`src/rtl/tmr_pkg.sv`:
```
package tmr_pkg;
  localparam int unsigned REG_W       = 64;
  localparam int unsigned OFS_CTRL    = 'h010;
  localparam int unsigned OFS_STATUS  = 'h020;
  localparam int unsigned OFS_COUNT   = 'h0F0;
  localparam int unsigned OFS_CH_BASE = 'h100;
  localparam int unsigned CH_STRIDE   = 'h020;
  localparam int unsigned OFS_CH_CMP  = 'h008;
  // configuration field positions
  localparam int unsigned BIT_LEVEL   = 1;
  localparam int unsigned BIT_IE      = 2;
  localparam int unsigned BIT_PERIOD  = 3;

  typedef struct packed {
    logic periodic;
    logic ie;
    logic level;
  } ch_cfg_t;
endpackage

```
`src/rtl/tmr_rst_sync.sv`:
```
module tmr_rst_sync (
  input  logic clk,
  input  logic rst_n,
  output logic rst_sync_n
);
  logic [1:0] sync_q;

  always_ff @(posedge clk or negedge rst_n) begin
    if (!rst_n) sync_q <= 2'b00;
    else        sync_q <= {sync_q[0], 1'b1};
  end

  assign rst_sync_n = sync_q[1];
endmodule

```
`src/rtl/tmr_main_counter.sv`:
```
module tmr_main_counter #(
  parameter int unsigned CNT_W = 64
) (
  input  logic             clk,
  input  logic             rst_n,
  input  logic             run,
  input  logic             ld,
  input  logic [CNT_W-1:0] ld_val,
  output logic [CNT_W-1:0] cnt
);
  logic [CNT_W-1:0] cnt_q, cnt_d;
  logic             cnt_ce;

  always_comb begin
    cnt_ce = ld | run;
    if (ld) cnt_d = ld_val;
    else    cnt_d = cnt_q + CNT_W'(1);
  end

  always_ff @(posedge clk or negedge rst_n) begin
    if (!rst_n)      cnt_q <= '0;
    else if (cnt_ce) cnt_q <= cnt_d;
  end

  assign cnt = cnt_q;
endmodule

```
`src/rtl/tmr_channel.sv`:
```
module tmr_channel
  import tmr_pkg::*;
#(
  parameter int unsigned CNT_W        = 64,
  parameter bit          PERIODIC_CAP = 1'b0
) (
  input  logic             clk,
  input  logic             rst_n,
  input  logic [CNT_W-1:0] cnt,
  input  logic             run,
  input  logic             cfg_we,
  input  logic             cmp_we,
  input  logic [REG_W-1:0] wdata,
  input  logic             status_bit,
  output logic [REG_W-1:0] cfg_rd,
  output logic [REG_W-1:0] cmp_rd,
  output ch_cfg_t          cfg,
  output logic             match,
  output logic             irq
);
  logic             level_q, level_d;
  logic             ie_q, ie_d;
  logic             periodic;
  logic [CNT_W-1:0] cmp_q, cmp_d;
  logic [CNT_W-1:0] step_q, step_d;
  logic             edge_q, edge_d;

  // periodic capability chosen per channel
  generate
    if (PERIODIC_CAP) begin : g_per
      logic per_q, per_d;
      always_comb per_d = cfg_we ? wdata[BIT_PERIOD] : per_q;
      always_ff @(posedge clk or negedge rst_n) begin
        if (!rst_n)      per_q <= 1'b0;
        else if (cfg_we) per_q <= per_d;
      end
      assign periodic = per_q;
    end else begin : g_oneshot
      assign periodic = 1'b0;
    end
  endgenerate

  assign match = run && (cnt == cmp_q);

  always_comb begin
    level_d = cfg_we ? wdata[BIT_LEVEL] : level_q;
    ie_d    = cfg_we ? wdata[BIT_IE]    : ie_q;
    step_d  = cmp_we ? wdata[CNT_W-1:0] : step_q;
    if (cmp_we)                 cmp_d = wdata[CNT_W-1:0];
    else if (match && periodic) cmp_d = cmp_q + step_q;
    else                        cmp_d = cmp_q;
    edge_d = match && ie_q && !level_q;
  end

  always_ff @(posedge clk or negedge rst_n) begin
    if (!rst_n) begin
      level_q <= 1'b0;
      ie_q    <= 1'b0;
    end else if (cfg_we) begin
      level_q <= level_d;
      ie_q    <= ie_d;
    end
  end

  always_ff @(posedge clk or negedge rst_n) begin
    if (!rst_n) begin
      cmp_q  <= '1;
      step_q <= '0;
    end else begin
      if (cmp_we || (match && periodic)) cmp_q <= cmp_d;
      if (cmp_we)                        step_q <= step_d;
    end
  end

  always_ff @(posedge clk or negedge rst_n) begin
    if (!rst_n) edge_q <= 1'b0;
    else        edge_q <= edge_d;
  end

  assign irq = edge_q | (level_q & ie_q & status_bit);

  assign cfg.periodic = periodic;
  assign cfg.ie       = ie_q;
  assign cfg.level    = level_q;

  always_comb begin
    cfg_rd = '0;
    cfg_rd[BIT_LEVEL]  = level_q;
    cfg_rd[BIT_IE]     = ie_q;
    cfg_rd[BIT_PERIOD] = periodic;
    cmp_rd = REG_W'(cmp_q);
  end
endmodule

```
`src/rtl/tmr_irq_status.sv`:
```
module tmr_irq_status #(
  parameter int unsigned N_CH = 3
) (
  input  logic            clk,
  input  logic            rst_n,
  input  logic [N_CH-1:0] match,
  input  logic            clr_we,
  input  logic [N_CH-1:0] clr_mask,
  output logic [N_CH-1:0] status
);
  logic [N_CH-1:0] sts_q, sts_d, clr_eff;

  always_comb begin
    clr_eff = clr_we ? clr_mask : '0;
    sts_d   = (sts_q & ~clr_eff) | match;
  end

  always_ff @(posedge clk or negedge rst_n) begin
    if (!rst_n) sts_q <= '0;
    else        sts_q <= sts_d;
  end

  assign status = sts_q;
endmodule

```
`src/rtl/cmp_timer_top.sv`:
```
module cmp_timer_top
  import tmr_pkg::*;
#(
  parameter int unsigned N_CH          = 3,
  parameter int unsigned CNT_W         = 64,
  parameter int unsigned ADDR_W        = 12,
  parameter int unsigned PERIODIC_MASK = 1
) (
  input  logic              clk,
  input  logic              rst_n,
  input  logic [ADDR_W-1:0] addr,
  input  logic              wr_en,
  input  logic [REG_W-1:0]  wdata,
  output logic [REG_W-1:0]  rdata,
  output logic [N_CH-1:0]   irq
);
  localparam logic [ADDR_W-1:0] A_CTRL   = ADDR_W'(OFS_CTRL);
  localparam logic [ADDR_W-1:0] A_STATUS = ADDR_W'(OFS_STATUS);
  localparam logic [ADDR_W-1:0] A_COUNT  = ADDR_W'(OFS_COUNT);

  function automatic logic [ADDR_W-1:0] cfg_addr(input int unsigned ch);
    return ADDR_W'(OFS_CH_BASE + ch * CH_STRIDE);
  endfunction

  function automatic logic [ADDR_W-1:0] cmp_addr(input int unsigned ch);
    return ADDR_W'(OFS_CH_BASE + ch * CH_STRIDE + OFS_CH_CMP);
  endfunction

  logic             rst_sync_n;
  logic             run_q, run_d, run_we;
  logic             cnt_we, sts_we;
  logic [CNT_W-1:0] cnt_q;
  logic [N_CH-1:0]  sts_q, ch_match, ch_lvl, ch_ie;
  logic [REG_W-1:0] cfg_rd [N_CH];
  logic [REG_W-1:0] cmp_rd [N_CH];
  ch_cfg_t          ch_cfg [N_CH];

  tmr_rst_sync u_rst (
    .clk        (clk),
    .rst_n      (rst_n),
    .rst_sync_n (rst_sync_n)
  );

  always_comb begin
    run_we = wr_en && (addr == A_CTRL);
    cnt_we = wr_en && (addr == A_COUNT);
    sts_we = wr_en && (addr == A_STATUS);
    run_d  = run_we ? wdata[0] : run_q;
  end

  always_ff @(posedge clk or negedge rst_sync_n) begin
    if (!rst_sync_n) run_q <= 1'b0;
    else if (run_we) run_q <= run_d;
  end

  tmr_main_counter #(.CNT_W(CNT_W)) u_cnt (
    .clk    (clk),
    .rst_n  (rst_sync_n),
    .run    (run_q),
    .ld     (cnt_we),
    .ld_val (wdata[CNT_W-1:0]),
    .cnt    (cnt_q)
  );

  generate
    for (genvar i = 0; i < N_CH; i++) begin : g_ch
      logic cfg_we_i, cmp_we_i;
      assign cfg_we_i = wr_en && (addr == cfg_addr(i));
      assign cmp_we_i = wr_en && (addr == cmp_addr(i));

      tmr_channel #(
        .CNT_W        (CNT_W),
        .PERIODIC_CAP (((PERIODIC_MASK >> i) & 1) != 0)
      ) u_ch (
        .clk        (clk),
        .rst_n      (rst_sync_n),
        .cnt        (cnt_q),
        .run        (run_q),
        .cfg_we     (cfg_we_i),
        .cmp_we     (cmp_we_i),
        .wdata      (wdata),
        .status_bit (sts_q[i]),
        .cfg_rd     (cfg_rd[i]),
        .cmp_rd     (cmp_rd[i]),
        .cfg        (ch_cfg[i]),
        .match      (ch_match[i]),
        .irq        (irq[i])
      );

      assign ch_lvl[i] = ch_cfg[i].level;
      assign ch_ie[i]  = ch_cfg[i].ie;
    end
  endgenerate

  tmr_irq_status #(.N_CH(N_CH)) u_sts (
    .clk      (clk),
    .rst_n    (rst_sync_n),
    .match    (ch_match),
    .clr_we   (sts_we),
    .clr_mask (wdata[N_CH-1:0]),
    .status   (sts_q)
  );

  always_comb begin
    rdata = '0;
    if (addr == A_CTRL)   rdata = REG_W'(run_q);
    if (addr == A_STATUS) rdata = REG_W'(sts_q);
    if (addr == A_COUNT)  rdata = REG_W'(cnt_q);
    for (int unsigned i = 0; i < N_CH; i++) begin
      if (addr == cfg_addr(i)) rdata = cfg_rd[i];
      if (addr == cmp_addr(i)) rdata = cmp_rd[i];
    end
  end
endmodule

```
`config.mk`:
```
export PLATFORM = sky130hd
export DESIGN_NAME = cmp_timer_top
export DESIGN_NICKNAME = d
export VERILOG_FILES = /design/src/rtl/tmr_pkg.sv /design/src/rtl/tmr_rst_sync.sv /design/src/rtl/tmr_main_counter.sv /design/src/rtl/tmr_channel.sv /design/src/rtl/tmr_irq_status.sv /design/src/rtl/cmp_timer_top.sv
export SDC_FILE = /design/constraint.sdc
export NUM_CORES = 1
export LEC_CHECK = 0
export BUFFER_PORTS_ARGS = -buffer_cell sky130_fd_sc_hd__buf_4
export CAP_MARGIN = 20
export CORE_ASPECT_RATIO = 0.5
export CORE_MARGIN = 2
export CORE_UTILIZATION = 60
export DETAILED_ROUTE_END_ITERATION = 8
export PLACE_DENSITY = 0.89
export REMOVE_ABC_BUFFERS = 1
export SYNTH_ARGS = -nofsm -noshare
export SYNTH_HDL_FRONTEND = slang
export SYNTH_HIERARCHICAL = 1
export SYNTH_SLANG_ARGS = --single-unit
```
`constraint.sdc`:
```
create_clock -name clk -period 17.1 [get_ports clk]
set_clock_uncertainty 0.2 [all_clocks]
set_input_delay 2.565 -clock clk [delete_from_list [all_inputs] [get_ports clk]]
set_output_delay 2.565 -clock clk [all_outputs]
set_load 0.05 [all_outputs]
```
Yosys cells after proc, flatten, opt, wreduce, memory -nomap -nowiden
Index checks and enable logic that the tools add are counted.
Widths: inputs -> output; s select.
{ "word_totals": {"word_cells": 83, "inputBits": 79, "regBits": 336} }
{ "op_classes": {"n_reduce_logical": 25, "eq_ne": 12, "n_mux": 13, "n_bitwise": 13, "n_addsub": 2} }
{ "op_table": {"columns": ["operator", "count"], "rows": [
  ["$mux 64", 10],
  ["$eq 64x64->1", 3],
  ["$eq 12x9->1 const B", 6],
  ["$add 64x1->64 const B", 1],
  ["$add 64x64->64", 1],
  ["$logic_and 1x1->1", 19],
  ["$eq 12x5->1 const B", 1],
  ["$eq 12x6->1 const B", 1],
  ["$eq 12x8->1 const B", 1],
  ["$and 1x1->1", 6],
  ["$mux 3", 2],
  ["$or 1x1->1", 4],
  ["$and 3x3->3", 1],
  ["$logic_not 1->1", 3],
  ["$not 3->3", 1],
  ["$or 3x3->3", 1],
  ["$reduce_and 2->1", 1],
  ["$reduce_bool 2->1", 1],
  ["$logic_or 1x1->1", 1],
  ["$mux 1", 1]
]} }

Depth between registers and ports, before layout
{ "depth": {"word_depth": 10, "mapped_depth": 13, "mapped_depth_nobuf": 13} }

Hierarchy
The synthesis kept the hierarchy.
{ "modules_own_cells": {"columns": ["mod", "n_inst", "area_each_um2", "cells_each"], "rows": [
  ["tmr_channel (g_ch[0].u_ch)", 1, 10396.2, 1171],
  ["tmr_channel (g_ch[1].u_ch ...)", 2, 3808.7, 304],
  ["tmr_main_counter", 1, 3714.8, 421],
  ["cmp_timer_top", 1, 3357.0, 516],
  ["tmr_irq_status", 1, 108.9, 9],
  ["tmr_rst_sync", 1, 53.8, 3]
]} }

Least setup slack after synthesis
Ideal clock, no wire load.
{ "synth_path": {"path_type": "input to output", "startpoint": "in addr[3]", "endpoint": "out rdata[38]", "t_arrival_ns": 4.498, "required_time_ns": 14.335, "path_stages": 7, "setup_slack_ns": 9.837, "path_cell_list": "buf_2 nor4_2 nand3b_1 nor2_2 buf_2 a221oi_1 a21oi_1"} }
{ "synth_between": {"elab_chain_len": 8, "word_cells_on_any_way": 14} }
{ "synth_rtl": {"columns": ["element", "line_no", "rtl"], "rows": [
  ["start: declaration", "cmp_timer_top.sv:11", "input logic [ADDR_W-1:0] addr,"],
  ["$eq 12x8->1", "cmp_timer_top.sv:108", "if (addr == A_COUNT) rdata = REG_W'(cnt_q);"],
  ["$mux 64", "cmp_timer_top.sv:108", null],
  ["$mux 64", "cmp_timer_top.sv:110", "if (addr == cfg_addr(i)) rdata = cfg_rd[i];"],
  ["$mux 64", "cmp_timer_top.sv:111", "if (addr == cmp_addr(i)) rdata = cmp_rd[i];"],
  ["$mux 64", "cmp_timer_top.sv:110", null],
  ["$mux 64", "cmp_timer_top.sv:111", null],
  ["$mux 64", "cmp_timer_top.sv:110", null],
  ["$mux 64 *", "cmp_timer_top.sv:111", null],
  ["end: declaration", "cmp_timer_top.sv:14", "output logic [REG_W-1:0] rdata,"]
]} }
Every way passes the cells marked *; elsewhere a longest branch is shown, timed or not.

Final worst setup path
{ "layout_path": {"startpoint": "in addr[4]", "endpoint": "out rdata[39]"} }
The elaborated chain is that of the path after synthesis.

==> results.json <==
{
  "run_status": "completed",
  "syn_avg_cell_area_um2": 9.26,
  "die_w_um": 294,
  "design.core.area_um2": 40900,
  "grt_setup_unrepaired": "no",
  "clock_power_share_pct": 42.9,
  "first_global_vias": 20900,
  "floorplan.die.height_um": 149,
  "fin_crit_sh_pct": 50.4,
  "area_growth_pct": 6.60,
  "timing.critical_path.required_ns": 14.34,
  "cts_max_path_buffers": 3,
  "worstHoldStart": "u_rst/sync_q[0]",
  "internal_power_mw": 1.32,
  "clock-sinks": 336,
  "maxCapViolCount": 0,
  "post-layout-total-power_mw": 1.81,
  "tritoncts_clock_tree": "built",
  "critical_path.startpoint": "addr[4]",
  "postCtsHoldBufs": 0,
  "clockRootBuffer": "clkbuf_16",
  "first_pass_grt_wire_length_mm": 128,
  "grt_antenna_before_repair": 0,
  "fmax_mhz": 116,
  "finalSetupTns_ns": 0,
  "placement.io_buffers": 145,
  "worstSkewPairLatency_ns": 0.54,
  "switching_component_of_the_power_mw": 0.495,
  "placementRows": 52,
  "max-slew-margin-rel_pct": 23.8,
  "routed-via-count": 22400,
  "worst_hold_path.num_cells": 0,
  "detail_route.first_pass.iterations": 7,
  "slew_violations": 0,
  "initial_utilization_pct": 61.5,
  "share_of_cells_above_drive_strength_1_pct": 23.5,
  "clkTransAtPathRegs_ns": 0.05,
  "power_switching_share_pct": 27.3,
  "worst-endpoint-arrival_ns": 5.85,
  "via_density": 6.75,
  "grt.total_usage_pct": 38.9,
  "timing_hold_violations_final": 0,
  "dieArea_um2": 43700,
  "min-delay-path-class": "reg -> reg",
  "path_max_fanout": 63,
  "globalRoute.totalOverflow": 0,
  "number_of_fillers_in_the_final_layout": 3278,
  "crit_path_start_kind": "input pin",
  "tritoncts_buffer_count": 34,
  "mappedNetlistArea_um2": 25200,
  "hold_ws_ns": 0.150,
  "totalWireLength_mm": 86.1,
  "insertedDiodeCount": 0,
  "critPathCaptureType": "output port",
  "post-route-min-period_ns": 8.62,
  "tightest_slew_ns": 1.14,
  "remaining_drc_errors": 0,
  "ant_nets": 0,
  "route.detailed.wl_per_inst_um": 26.0,
  "post_synth_inst_count": 2719,
  "cellLeakagePower_nw": 10.9,
  "share_comb_of_total_power_pct": 10.6,
  "gp_routability_congestion": 1.00,
  "reg2reg_depth": 9,
  "p_per_area_nw_per_um2": 67.5,
  "setup_viol_count_final": 0,
  "drtIter0Drc": 3136,
  "vdd_ir_drop_max_uv": 51.4,
  "ys_warn_count": 6,
  "largest_net_degree_at_the_start_of_global_routing": 136,
  "htree_num_levels": 2,
  "detailed_place_hpwl_mm": 61.3,
  "finalNetCount": 2890,
  "cts_post_setup_buffers_inserted": 0,
  "crit-reg2reg-launch": "u_cnt/cnt[36]",
  "io_pins": 146,
  "cts_repair_resize_count": 0,
  "seq_power_share_pct": 46.6,
  "timing_worst_setup_path_type": "in -> out"
}
## critical path, stage by stage
cell	delay, ns
buf_4	0.16
nor4b_4	0.27
buf_4	0.69
and3_2	0.90
buf_4	0.45
a221oi_1	0.13
a21oi_1	0.34
buf_4	0.27
## final timing paths
| kind | slack, ns | endpoint |
|---|---|---|
| setup / recovery | 8.48 | rdata[39] |
| hold / removal | 0.15 | u_rst/sync_q[1] |
| setup reg to reg | 11.84 | g_ch[0].u_ch/cmp_rd[60] |
| hold reg to reg | 0.15 | u_rst/sync_q[1] |
| max in group asynchronous | 14.18 | g_ch[0].u_ch/step_q[11] |
| min in group asynchronous | 0.27 | u_cnt/cnt[32] |
## layout make-up
| type | instances | area (µm²) | area share [%] |
|---|---|---|---|
| clock buffers | 52 | 1050 | 3.92 |
| clock inverters | 9 | 72.6 | 0.270 |
| inverters | 100 | 375 | 1.40 |
| multi-input cells | 2108 | 14800 | 55.0 |
| flip-flops and latches | 336 | 8650 | 32.2 |
| well taps | 540 | 676 | 2.52 |
| repair buffers | 166 | 1260 | 4.69 |
## cells in the final DEF (no fill, tap or decap), types with 64 or more instances in the layout
cell and count:
xor2_1 74, dfrtp_1 143, mux2_2 184, nand2_1 170
a221oi_1 66, xnor2_1 185, o21ai_0 167, o22ai_1 134
nor2_1 75, mux2i_1 97, conb_1 186, a21oi_1 198
nand4_1 75, ha_1 64, dfstp_2 192, buf_4 165
inv_1 97
## power by group through the flow
stage,logic (mW),registers [mW],clock network (mW)
after floorplan,0.0919,0.851,0
after global placement,0.177,0.854,0
after detailed placement,0.179,0.855,0
after CTS,0.181,0.842,0.783
after global routing,0.200,0.845,0.815
final,0.192,0.844,0.776
## per-layer routing
layer	GRT usage (%)	part of all wire, %	wire length (µm)	vias to the layer above
met5	0	0	0	-
met4	17.1	5.1	4360	0
met3	12.4	14	11900	312
met2	56.7	42	36000	1501
met1	53.1	39	33800	10900
li1	-	-	-	9675
## stage by stage
| stage | instances | util [%] | worst slack, ns | instance area [µm²] |
|---|---|---|---|---|
| global placement | 3249 | 62.8 | 8.63 | 25700 |
| finish | 3311 | 65.6 | 8.48 | 26800 |
| detailed placement | 3249 | 62.8 | 8.55 | 25700 |
| global route | 3311 | 65.6 | 8.41 | 26800 |
| floorplan | 2544 | - | 5.60 | 23700 |
| CTS | 3310 | 65.6 | 8.54 | 26800 |
## state kept, by name (all words and copies together), names as in the netlist
signal / cells
g_ch.u_ch/edge_q: 3
run_q: 1
u_cnt/cnt: 64
g_ch.u_ch/level_q: 3
g_ch.u_ch/cmp_rd: 192
g_ch.u_ch/ie_q: 3
u_rst/sync_q: 2
u_sts/status: 3
g_ch.u_ch/step_q: 64
g_ch.u_ch/g_per.per_q: 1
(Power assumes the default switching activity.)
